==> config.mk <==
export PLATFORM = sky130hd
export DESIGN_NAME = dma_req_router
export DESIGN_NICKNAME = d
export VERILOG_FILES = /design/src/rtl/dmx_pkg.sv /design/src/rtl/dmx_cfg_regs.sv /design/src/rtl/dmx_slot_sel.sv /design/src/rtl/dmx_chan.sv /design/src/rtl/dma_req_router.sv
export SDC_FILE = /design/constraint.sdc
export NUM_CORES = 1
export LEC_CHECK = 0
export CAP_MARGIN = 20
export CORE_UTILIZATION = 40
export CTS_CLUSTER_SIZE = 16
export DETAILED_ROUTE_END_ITERATION = 7
export PLACE_DENSITY = 0.65
export RECOVER_POWER = 100
export SYNTH_ARGS = -nofsm -noshare
export SYNTH_HDL_FRONTEND = slang
export SYNTH_SLANG_ARGS = --single-unit
export TNS_END_PERCENT = 20
==> constraint.sdc <==
create_clock -name clk -period 1.9 [get_ports clk]
set_input_delay 0.285 -clock clk [delete_from_list [all_inputs] [get_ports clk]]
set_output_delay 0.285 -clock clk [all_outputs]
set_load 0.01 [all_outputs]
==> src/rtl/dmx_pkg.sv <==
package dmx_pkg;

  localparam int SLOT_W = 6;
  localparam int CFG_W  = 8;

  typedef struct packed {
    logic              en;
    logic              pace;
    logic [SLOT_W-1:0] slot;
  } dmx_cfg_t;

endpackage

==> src/rtl/dmx_cfg_regs.sv <==
module dmx_cfg_regs
  import dmx_pkg::*;
#(
  parameter int NUM_CH = 8,
  parameter int ADDR_W = 4
) (
  input  logic                       clk,
  input  logic                       rst,
  input  logic                       we,
  input  logic [ADDR_W-1:0]          addr,
  input  logic [CFG_W-1:0]           wdata,
  output logic [CFG_W-1:0]           rdata,
  output dmx_cfg_t [NUM_CH-1:0]      cfg_o
);

  localparam logic [ADDR_W-1:0] LAST_OFS = ADDR_W'(NUM_CH - 1);

  dmx_cfg_t [NUM_CH-1:0] cfg_q;
  logic [CFG_W-1:0]      rd_mux;

  always_ff @(posedge clk) begin
    if (rst) begin
      cfg_q <= '0;
    end else if (we) begin
      for (int i = 0; i < NUM_CH; i++) begin
        if (addr == ADDR_W'(i)) cfg_q[i] <= dmx_cfg_t'(wdata);
      end
    end
  end

  always_comb begin
    rd_mux = '0;
    for (int i = 0; i < NUM_CH; i++) begin
      if (addr == ADDR_W'(i)) rd_mux = cfg_q[i];
    end
  end

  always_ff @(posedge clk) begin
    if (rst) rdata <= '0;
    else     rdata <= rd_mux;
  end

  assign cfg_o = cfg_q;

  // writes beyond the last channel leave every setting untouched
  a_r10_oob_write_ignored: assert property (@(posedge clk) disable iff (rst)
    (we && addr > LAST_OFS) |=> $stable(cfg_q));

  // reads beyond the last channel return zero
  a_r10_oob_read_zero: assert property (@(posedge clk) disable iff (rst)
    (addr > LAST_OFS) |=> (rdata == '0));

endmodule

==> src/rtl/dmx_slot_sel.sv <==
module dmx_slot_sel
  import dmx_pkg::*;
#(
  parameter int NUM_PERIPH = 48,
  parameter int NUM_ALWAYS = 4
) (
  input  logic [SLOT_W-1:0]     slot,
  input  logic [NUM_PERIPH-1:0] periph_req,
  output logic                  src
);

  localparam int SLOT_CNT = 1 << SLOT_W;
  localparam logic [SLOT_W-1:0] ALWAYS_BASE = SLOT_W'(SLOT_CNT - NUM_ALWAYS);

  always_comb begin
    src = 1'b0;
    if (slot >= ALWAYS_BASE) begin
      src = 1'b1;
    end else begin
      for (int i = 0; i < NUM_PERIPH; i++) begin
        if (slot == SLOT_W'(i)) src = periph_req[i];
      end
    end
  end

endmodule

==> src/rtl/dmx_chan.sv <==
module dmx_chan
  import dmx_pkg::*;
#(
  parameter int NUM_PERIPH = 48,
  parameter int NUM_ALWAYS = 4,
  parameter bit HAS_TRIG   = 1'b1
) (
  input  logic                  clk,
  input  logic                  rst,
  input  dmx_cfg_t              cfg_i,
  input  logic [NUM_PERIPH-1:0] periph_req,
  input  logic                  trig_i,
  output logic                  req_o
);

  localparam logic [SLOT_W-1:0] FIRST_GAP = SLOT_W'(NUM_PERIPH);
  localparam logic [SLOT_W-1:0] ALWAYS_BASE = SLOT_W'((1 << SLOT_W) - NUM_ALWAYS);

  logic src;
  logic pace_on;
  logic req_d;

  dmx_slot_sel #(
    .NUM_PERIPH (NUM_PERIPH),
    .NUM_ALWAYS (NUM_ALWAYS)
  ) u_sel (
    .slot       (cfg_i.slot),
    .periph_req (periph_req),
    .src        (src)
  );

  generate
    if (HAS_TRIG) begin : g_pace
      assign pace_on = cfg_i.pace;
    end else begin : g_nopace
      assign pace_on = 1'b0;
    end
  endgenerate

  always_comb begin
    req_d = 1'b0;
    if (cfg_i.en) req_d = pace_on ? (src & trig_i) : src;
  end

  always_ff @(posedge clk) begin
    if (rst) req_o <= 1'b0;
    else     req_o <= req_d;
  end

  // a disabled channel stays quiet
  a_r3_disabled_quiet: assert property (@(posedge clk) disable iff (rst)
    !cfg_i.en |=> !req_o);

  // unpaced channels follow the selected source
  a_r4_unpaced_follow: assert property (@(posedge clk) disable iff (rst)
    (cfg_i.en && !pace_on) |=> (req_o == $past(src)));

  // gap slots never request
  a_r6_gap_slot_low: assert property (@(posedge clk) disable iff (rst)
    (cfg_i.slot >= FIRST_GAP && cfg_i.slot < ALWAYS_BASE) |=> !req_o);

  generate
    if (HAS_TRIG) begin : g_pace_chk
      // a paced channel is silent without its trigger
      a_r7_no_trig_no_req: assert property (@(posedge clk) disable iff (rst)
        (cfg_i.en && cfg_i.pace && !trig_i) |=> !req_o);
    end
  endgenerate

endmodule

==> src/rtl/dma_req_router.sv <==
module dma_req_router
  import dmx_pkg::*;
#(
  parameter int NUM_CH      = 8,
  parameter int NUM_TRIG_CH = 5,
  parameter int NUM_PERIPH  = 48,
  parameter int NUM_ALWAYS  = 4,
  parameter int ADDR_W      = 4
) (
  input  logic                   clk,
  input  logic                   rst,
  input  logic                   reg_we,
  input  logic [ADDR_W-1:0]      reg_addr,
  input  logic [7:0]             reg_wdata,
  output logic [7:0]             reg_rdata,
  input  logic [NUM_PERIPH-1:0]  periph_req,
  input  logic [NUM_TRIG_CH-1:0] trig_pulse,
  output logic [NUM_CH-1:0]      ch_req
);

  dmx_cfg_t [NUM_CH-1:0] cfg;

  dmx_cfg_regs #(
    .NUM_CH (NUM_CH),
    .ADDR_W (ADDR_W)
  ) u_regs (
    .clk   (clk),
    .rst   (rst),
    .we    (reg_we),
    .addr  (reg_addr),
    .wdata (reg_wdata),
    .rdata (reg_rdata),
    .cfg_o (cfg)
  );

  generate
    for (genvar c = 0; c < NUM_CH; c++) begin : g_ch
      logic trig_c;
      if (c < NUM_TRIG_CH) begin : g_t
        assign trig_c = trig_pulse[c];
      end else begin : g_nt
        assign trig_c = 1'b0;
      end

      dmx_chan #(
        .NUM_PERIPH (NUM_PERIPH),
        .NUM_ALWAYS (NUM_ALWAYS),
        .HAS_TRIG   (c < NUM_TRIG_CH)
      ) u_ch (
        .clk        (clk),
        .rst        (rst),
        .cfg_i      (cfg[c]),
        .periph_req (periph_req),
        .trig_i     (trig_c),
        .req_o      (ch_req[c])
      );
    end
  endgenerate

  // outputs are low in the cycle after reset
  a_r1_reset_quiet: assert property (@(posedge clk)
    rst |=> (ch_req == '0 && reg_rdata == '0));

endmodule

## Word level (Yosys, flattened, before mapping)

Index checks and enable logic that the tools add are counted.

- Bits in registers: 80
- Input bits: 68
- Output and inout bits: 16
- Word-level logic and storage cells: 867

- Order comparisons: 8
- Equality and inequality tests: 383
- Mux-type cells: 405
- Bitwise logic cells: 13
- Reduce and logical (&&, ||, !) cells: 25

Operators by type and width:

| kind | count |
|---|---|
| 6-bit by 5-bit == test with 1-bit output, second input constant | 128 |
| 6-bit == test, second input constant | 128 |
| 1-bit two-way mux | 397 |
| 6-bit by 4-bit == test with 1-bit output, second input constant | 64 |
| 6-bit by 3-bit == test with 1-bit output, second input constant | 32 |
| 6-bit by 2-bit == test with 1-bit output, second input constant | 16 |
| 8-bit two-way mux | 8 |
| 6-bit by 1-bit == test with 1-bit output, second input constant | 8 |
| 6-bit greater-or-equal comparator, second input constant | 8 |
| 6-bit zero test | 8 |
| 4-bit by 3-bit == test with 1-bit output, second input constant | 4 |
| 2-bit AND reduction | 8 |
| 2-bit OR reduction | 8 |
| 4-bit by 2-bit == test with 1-bit output, second input constant | 2 |
| 1-bit NOT | 8 |
| 1-bit bitwise AND | 5 |
| 4-bit by 1-bit == test with 1-bit output, second input constant | 1 |
| 4-bit zero test | 1 |

## Longest topological paths before layout

- Depth after elaboration: 52
- Mapped depth: 10
- Depth with buffers taken out: 7

## Cells and area by module

A second synthesis with hierarchy kept.

- Cells, all modules: 1408
- Area total of the unflattened synthesis: 10156.0 um^2

Modules (own cells, without submodules):

| module | times used | cells an instance | area an instance (um^2) | seq. area each (um^2) |
|---|---|---|---|---|
| dmx_slot_sel | 8 | 122 | 804.5 | 0.0 |
| dmx_cfg_regs | 1 | 405 | 3392.0 | 1441.4 |
| dmx_chan at g_ch[0].u_ch ... | 5 | 4 | 47.5 | 20.0 |
| dmx_chan at g_ch[5].u_ch ... | 3 | 2 | 28.8 | 20.0 |
| dma_req_router | 1 | 1 | 3.8 | 0.0 |

## Least setup slack after synthesis

OpenSTA, ideal clock, no wires.

- Kind: register -> register
- Start: register u_regs.cfg_q, in the netlist u_regs.cfg_o[17]
- End: register g_ch[2].u_ch.req_o
- Library setup time: 0.137 ns
- Arrival time: 1.760 ns
- Required time: 1.763 ns
- Slack: 0.003 ns
- Cell stages (with the launch flop): 8
- Buffers on the path: 0
- Period minus slack after synthesis: 1.897 ns
- Cells stage by stage: dfxtp_1 mux2i_1 nor2_1 o41a_1 a221o_1 nor4_1 a21o_1 a31oi_1

- Word-level cells in the longest chain between the ends: 52
- Elaborated cells between the ends (all ways): 100
- Classes of those cells: order compare: 1; eq/ne: 47; mux: 50; bitwise: 1; reduce/logical: 1

RTL lines:

| what | RTL line | RTL |
|---|---|---|
| start: declaration | dmx_cfg_regs.sv:18 | `dmx_cfg_t [NUM_CH-1:0] cfg_q;` |
| start signal: indexed assignment | dmx_cfg_regs.sv:26 | `if (addr == ADDR_W'(i)) cfg_q[i] <= dmx_cfg_t'(wdata);` |
| 6-bit zero test | dmx_slot_sel.sv:21 | `if (slot == SLOT_W'(i)) src = periph_req[i];` |
| 1-bit two-way mux (48 in series) | dmx_slot_sel.sv:21 |  |
| 1-bit two-way mux (*) | dmx_slot_sel.sv:17 | `if (slot >= ALWAYS_BASE) begin` |
| 1-bit bitwise AND | dmx_chan.sv:42 | `if (cfg_i.en) req_d = pace_on ? (src & trig_i) : src;` |
| 1-bit two-way mux (*) | dmx_chan.sv:42 |  |
| end signal: assignment | dmx_chan.sv:47 | `else req_o <= req_d;` |
| end: declaration | dmx_chan.sv:13 | `output logic req_o` |

Every way passes the cells marked *; elsewhere a longest branch is shown, timed or not.
A chain may end at the register's enable or synchronous reset.

## Worst setup path in the final report

- Start: register u_regs.cfg_q, in the netlist u_regs.cfg_o[33]
- End: register g_ch[4].u_ch.req_o

- Word-level cells in the longest chain between the ends: 52
- Elaborated cells between the ends (all ways): 100
- Classes of those cells: order compare: 1; eq/ne: 47; mux: 50; bitwise: 1; reduce/logical: 1

RTL lines:

| what | RTL line |
|---|---|
| 6-bit zero test | dmx_slot_sel.sv:21 |
| 1-bit two-way mux (48 in series) | dmx_slot_sel.sv:21 |
| 1-bit two-way mux (*) | dmx_slot_sel.sv:17 |
| 1-bit bitwise AND | dmx_chan.sv:42 |
| 1-bit two-way mux (*) | dmx_chan.sv:42 |
| end signal: assignment | dmx_chan.sv:47 |
| end: declaration | dmx_chan.sv:13 |

Marks and branches as above.

==> summary.txt <==
Global routing
  • Largest net degree at the start of global routing: 26
  • First-pass GRT wire length: 73,900 um
  • Initial antenna violation count: 3
  • GR Util All Layers: 0.416
  • Busiest metal layer after global routing: met2
  • Met3 Usage GRT: 0.0906
  • Vias in the first global route: 11,600
  • M2 GR Usage: 0.628
  • Met1 Resource Use GR: 0.550
  • Gr ovfl total: 0

Logic synthesis
  • Register area share after synthesis: 0.169
  • Netlist cell types: 78
  • Adder-cell share of the synthesized area: 0
  • Post-synthesis xor/xnor area fraction: 0.000925
  • Async S/R FF share, synth: 0
  • Flops & latches, synth: 80
  • Avg Cell Area, Syn: 7.00 um^2
  • Post-Syn Instances: 1,352
  • Multiplexer area fraction after synthesis: 0.180
  • Net Count, Synth: 1,420
  • Post-synth EDFFs: 0
  • Synth Warn #: 0
  • Post-Synth Simple-Gate Area: 0.265
  • Compound-gate portion of the synthesized area: 0.292
  • Most used DFF post-synth: dfxtp_1
  • Mapped Area: 9470 um^2
  • Largest family of logic cells by synthesized area: compound AO/OA/AOI/OAI gates

STA
  • Slew Limit Fails: 0
  • Peak Freq: 0.484 GHz
  • Finish-stage setup viols: 6
  • Worst clock skew: 26.4 ps
  • Rel. slew slack: 0.561
  • Worst Tran Pin Value: 656 ps
  • Setup TNS: -586 ps
  • Fin. Hold Viols: 0
  • Fin crit share: 1.09
  • RSZ-0062 raised after global routing: yes
  • Minimum clock period: 2060 ps
  • Hold slack final: 378 ps
  • PnR worst setup slack: -165 ps

Critical path
  • Worst Path Arrival: 2330 ps
  • Crit Path Max Fanout: 15
  • Crit. End Element: flip-flop
  • Worst path required time: 2170 ps
  • Reg2Reg Setup Slack: -160 ps
  • Critical path startpoint category: flip-flop
  • Worst Path Class, Setup: reg -> reg

Clocking
  • Clock Pin Slew Worst Setup and Hold Paths: 80 ps
  • H-tree Lvls: 3
  • CTS sink count: 80
  • Root buf cell: clkbuf_16
  • Clk buf depth: 2
  • Worst-Skew Late Latency: 370 ps
  • CTS tree: yes
  • Number of buffers created by CTS: 9

Die
  • Initial Util: 0.413
  • Die H: 156 um
  • Site row count: 55
  • Ports: 84
  • Die area: 24,300 um^2
  • Placeable Area: 22,900 um^2
  • Die X: 156 um

Place
  • Placed cell areas: 13,100 um^2
  • Dpl hpwl: 39,500 um
  • I/O Buffers: 83
  • Final Wtd Congestion: 1.07
  • Post-place setup slack: -575 ps

Power
  • PD cells: 371 nW/um^2
  • Worst IR drop on VDD: 557 uV
  • Leak pwr: 5.40 nW

Layout
  • # diodes: 0
  • Share of cells above drive strength 1: 0.277
  • Area Growth Syn to Fin: 42.5%
  • Nets: 1,732
  • Post-route cell area: 13,500 um^2

Run status
  • Status: complete, but fails checks
  • Failing checks: setup timing

Detailed routing
  • Residual DRC: 0
  • Wire length per cell: 25.6 um
  • DRT Pass-1 Iters: 5
  • Vias post-DR: 12,400
  • Drt first-iter violations: 1,432
  • Detail Route Antenna Nets: 0
  • Final wirelength: 50,700 um
  • DR vias/cell: 6.24

Flow run
  • Max_cap viols: 0

Worst hold path
  • Min-delay worst type: in -> reg
==> kinds of logic after synthesis <==
kind of cell,Yosys count
buffers and inverters,206
AOI/OAI and AO/OA,409
and+or+nand+nor,500
xor gates and xnor gates,1
DFF,80
muxes,156
==> cell usage after synthesis, types with 10 or more instances <==
library cell,number,area [um^2]
nor2_1,149,559
mux2i_1,133,1330
nand2_1,109,409
o21ai_0,94,470
clkbuf_1,92,345
a21oi_1,82,410
dfxtp_1,80,1600
buf_2,50,250
nor2b_1,47,294
inv_1,39,146
nand2b_1,37,231
nor3_1,33,165
nand3_1,28,140
a31oi_1,26,163
nand3b_1,22,165
a211oi_1,19,143
o211ai_1,19,143
a32oi_1,16,140
mux2_2,13,146
nor3b_1,13,97.6
a22oi_1,12,90.1
buf_1,12,45.0
nor4_1,11,68.8
and2_1,10,62.6
buf_4,10,75.1
mux4_2,10,225
o32ai_1,10,87.6
==> through the flow <==
| step | std cells | util | total power [mW] |
|---|---|---|---|
| CTS | 1982 | 0.589 | 4.98 |
| global placement | 1963 | 0.572 | 3.18 |
| detailed placement | 1963 | 0.572 | 3.18 |
| floorplan | 1352 | - | 2.30 |
| finish | 1982 | 0.589 | 5.01 |
| global route | 1982 | 0.589 | 5.10 |
==> critical path, stage by stage, from the launching register on <==
cell and delay (ps):
dfxtp_2 330, buf_12 150, mux2i_1 120, mux4_2 480
o21a_1 200, o22ai_2 130, a21oi_1 60, o31a_1 300
nor4b_2 200
==> registers in the layout, indices dropped and copies added (netlist names) <==
name and flops:
u_regs.rdata 8, u_regs.cfg_o 64, g_ch.u_ch.req_o 8
==> area by class of cell <==
cell class / instances / area, um^2
Fill cell: 2255 / 9420
Multi-Input combinational cell: 1066 / 7080
Timing Repair Buffer: 467 / 3960
Sequential cell: 80 / 1620
Tap cell: 313 / 392
Clock buffer: 10 / 239
Inverter: 40 / 154
Clock inverter: 6 / 50.0
==> placed cells by master, fill, tap and decap left out, drive strengths merged, types with 17 or more instances in the layout <==
cell,synthesis,routed
buf,73,373
nor2,149,149
mux2i,133,133
nand2,109,109
o21ai,96,96
a21oi,82,82
dfxtp,80,80
clkdlybuf4s50,0,53
nor2b,47,47
inv,40,41
nand2b,37,37
nor3,33,33
nand3,28,28
a31oi,26,26
nand3b,22,22
clkbuf,93,22
o211ai,19,19
a211oi,19,19
dlygate4sd3,0,17
==> routing by layer <==
metal  vias up  part of all wire
met2       762              0.42
met1      5843              0.41
met4         4             0.059
met3       157              0.11
li1       5601                 -
met5         -           0.00035
==> worst paths after layout <==
check	from	end	cells after the start
hold reg to reg	u_regs.cfg_o[46]	u_regs.cfg_o[46]	2
setup reg to reg	u_regs.cfg_o[33]	g_ch[4].u_ch.req_o	8
hold / removal	rst	u_regs.cfg_o[42]	3
setup / recovery	u_regs.cfg_o[33]	g_ch[4].u_ch.req_o	8
==> repair_timing <==
item | 4_1_cts | 5_1_grt
buffers inserted | 3 | 0
setup endpoints to repair | 8 | 8
gates resized for setup | 37 | 24
hold buffers | 0 | 0
pin swaps | 7 | 4
==> where the power goes <==
group	leakage, nW	switching [mW]	internal [mW]
clock	0.136	0.877	0.939
sequential	0.654	0.0325	1.70
combinational	4.60	0.813	0.652
Power figures use the tool's default switching activity.
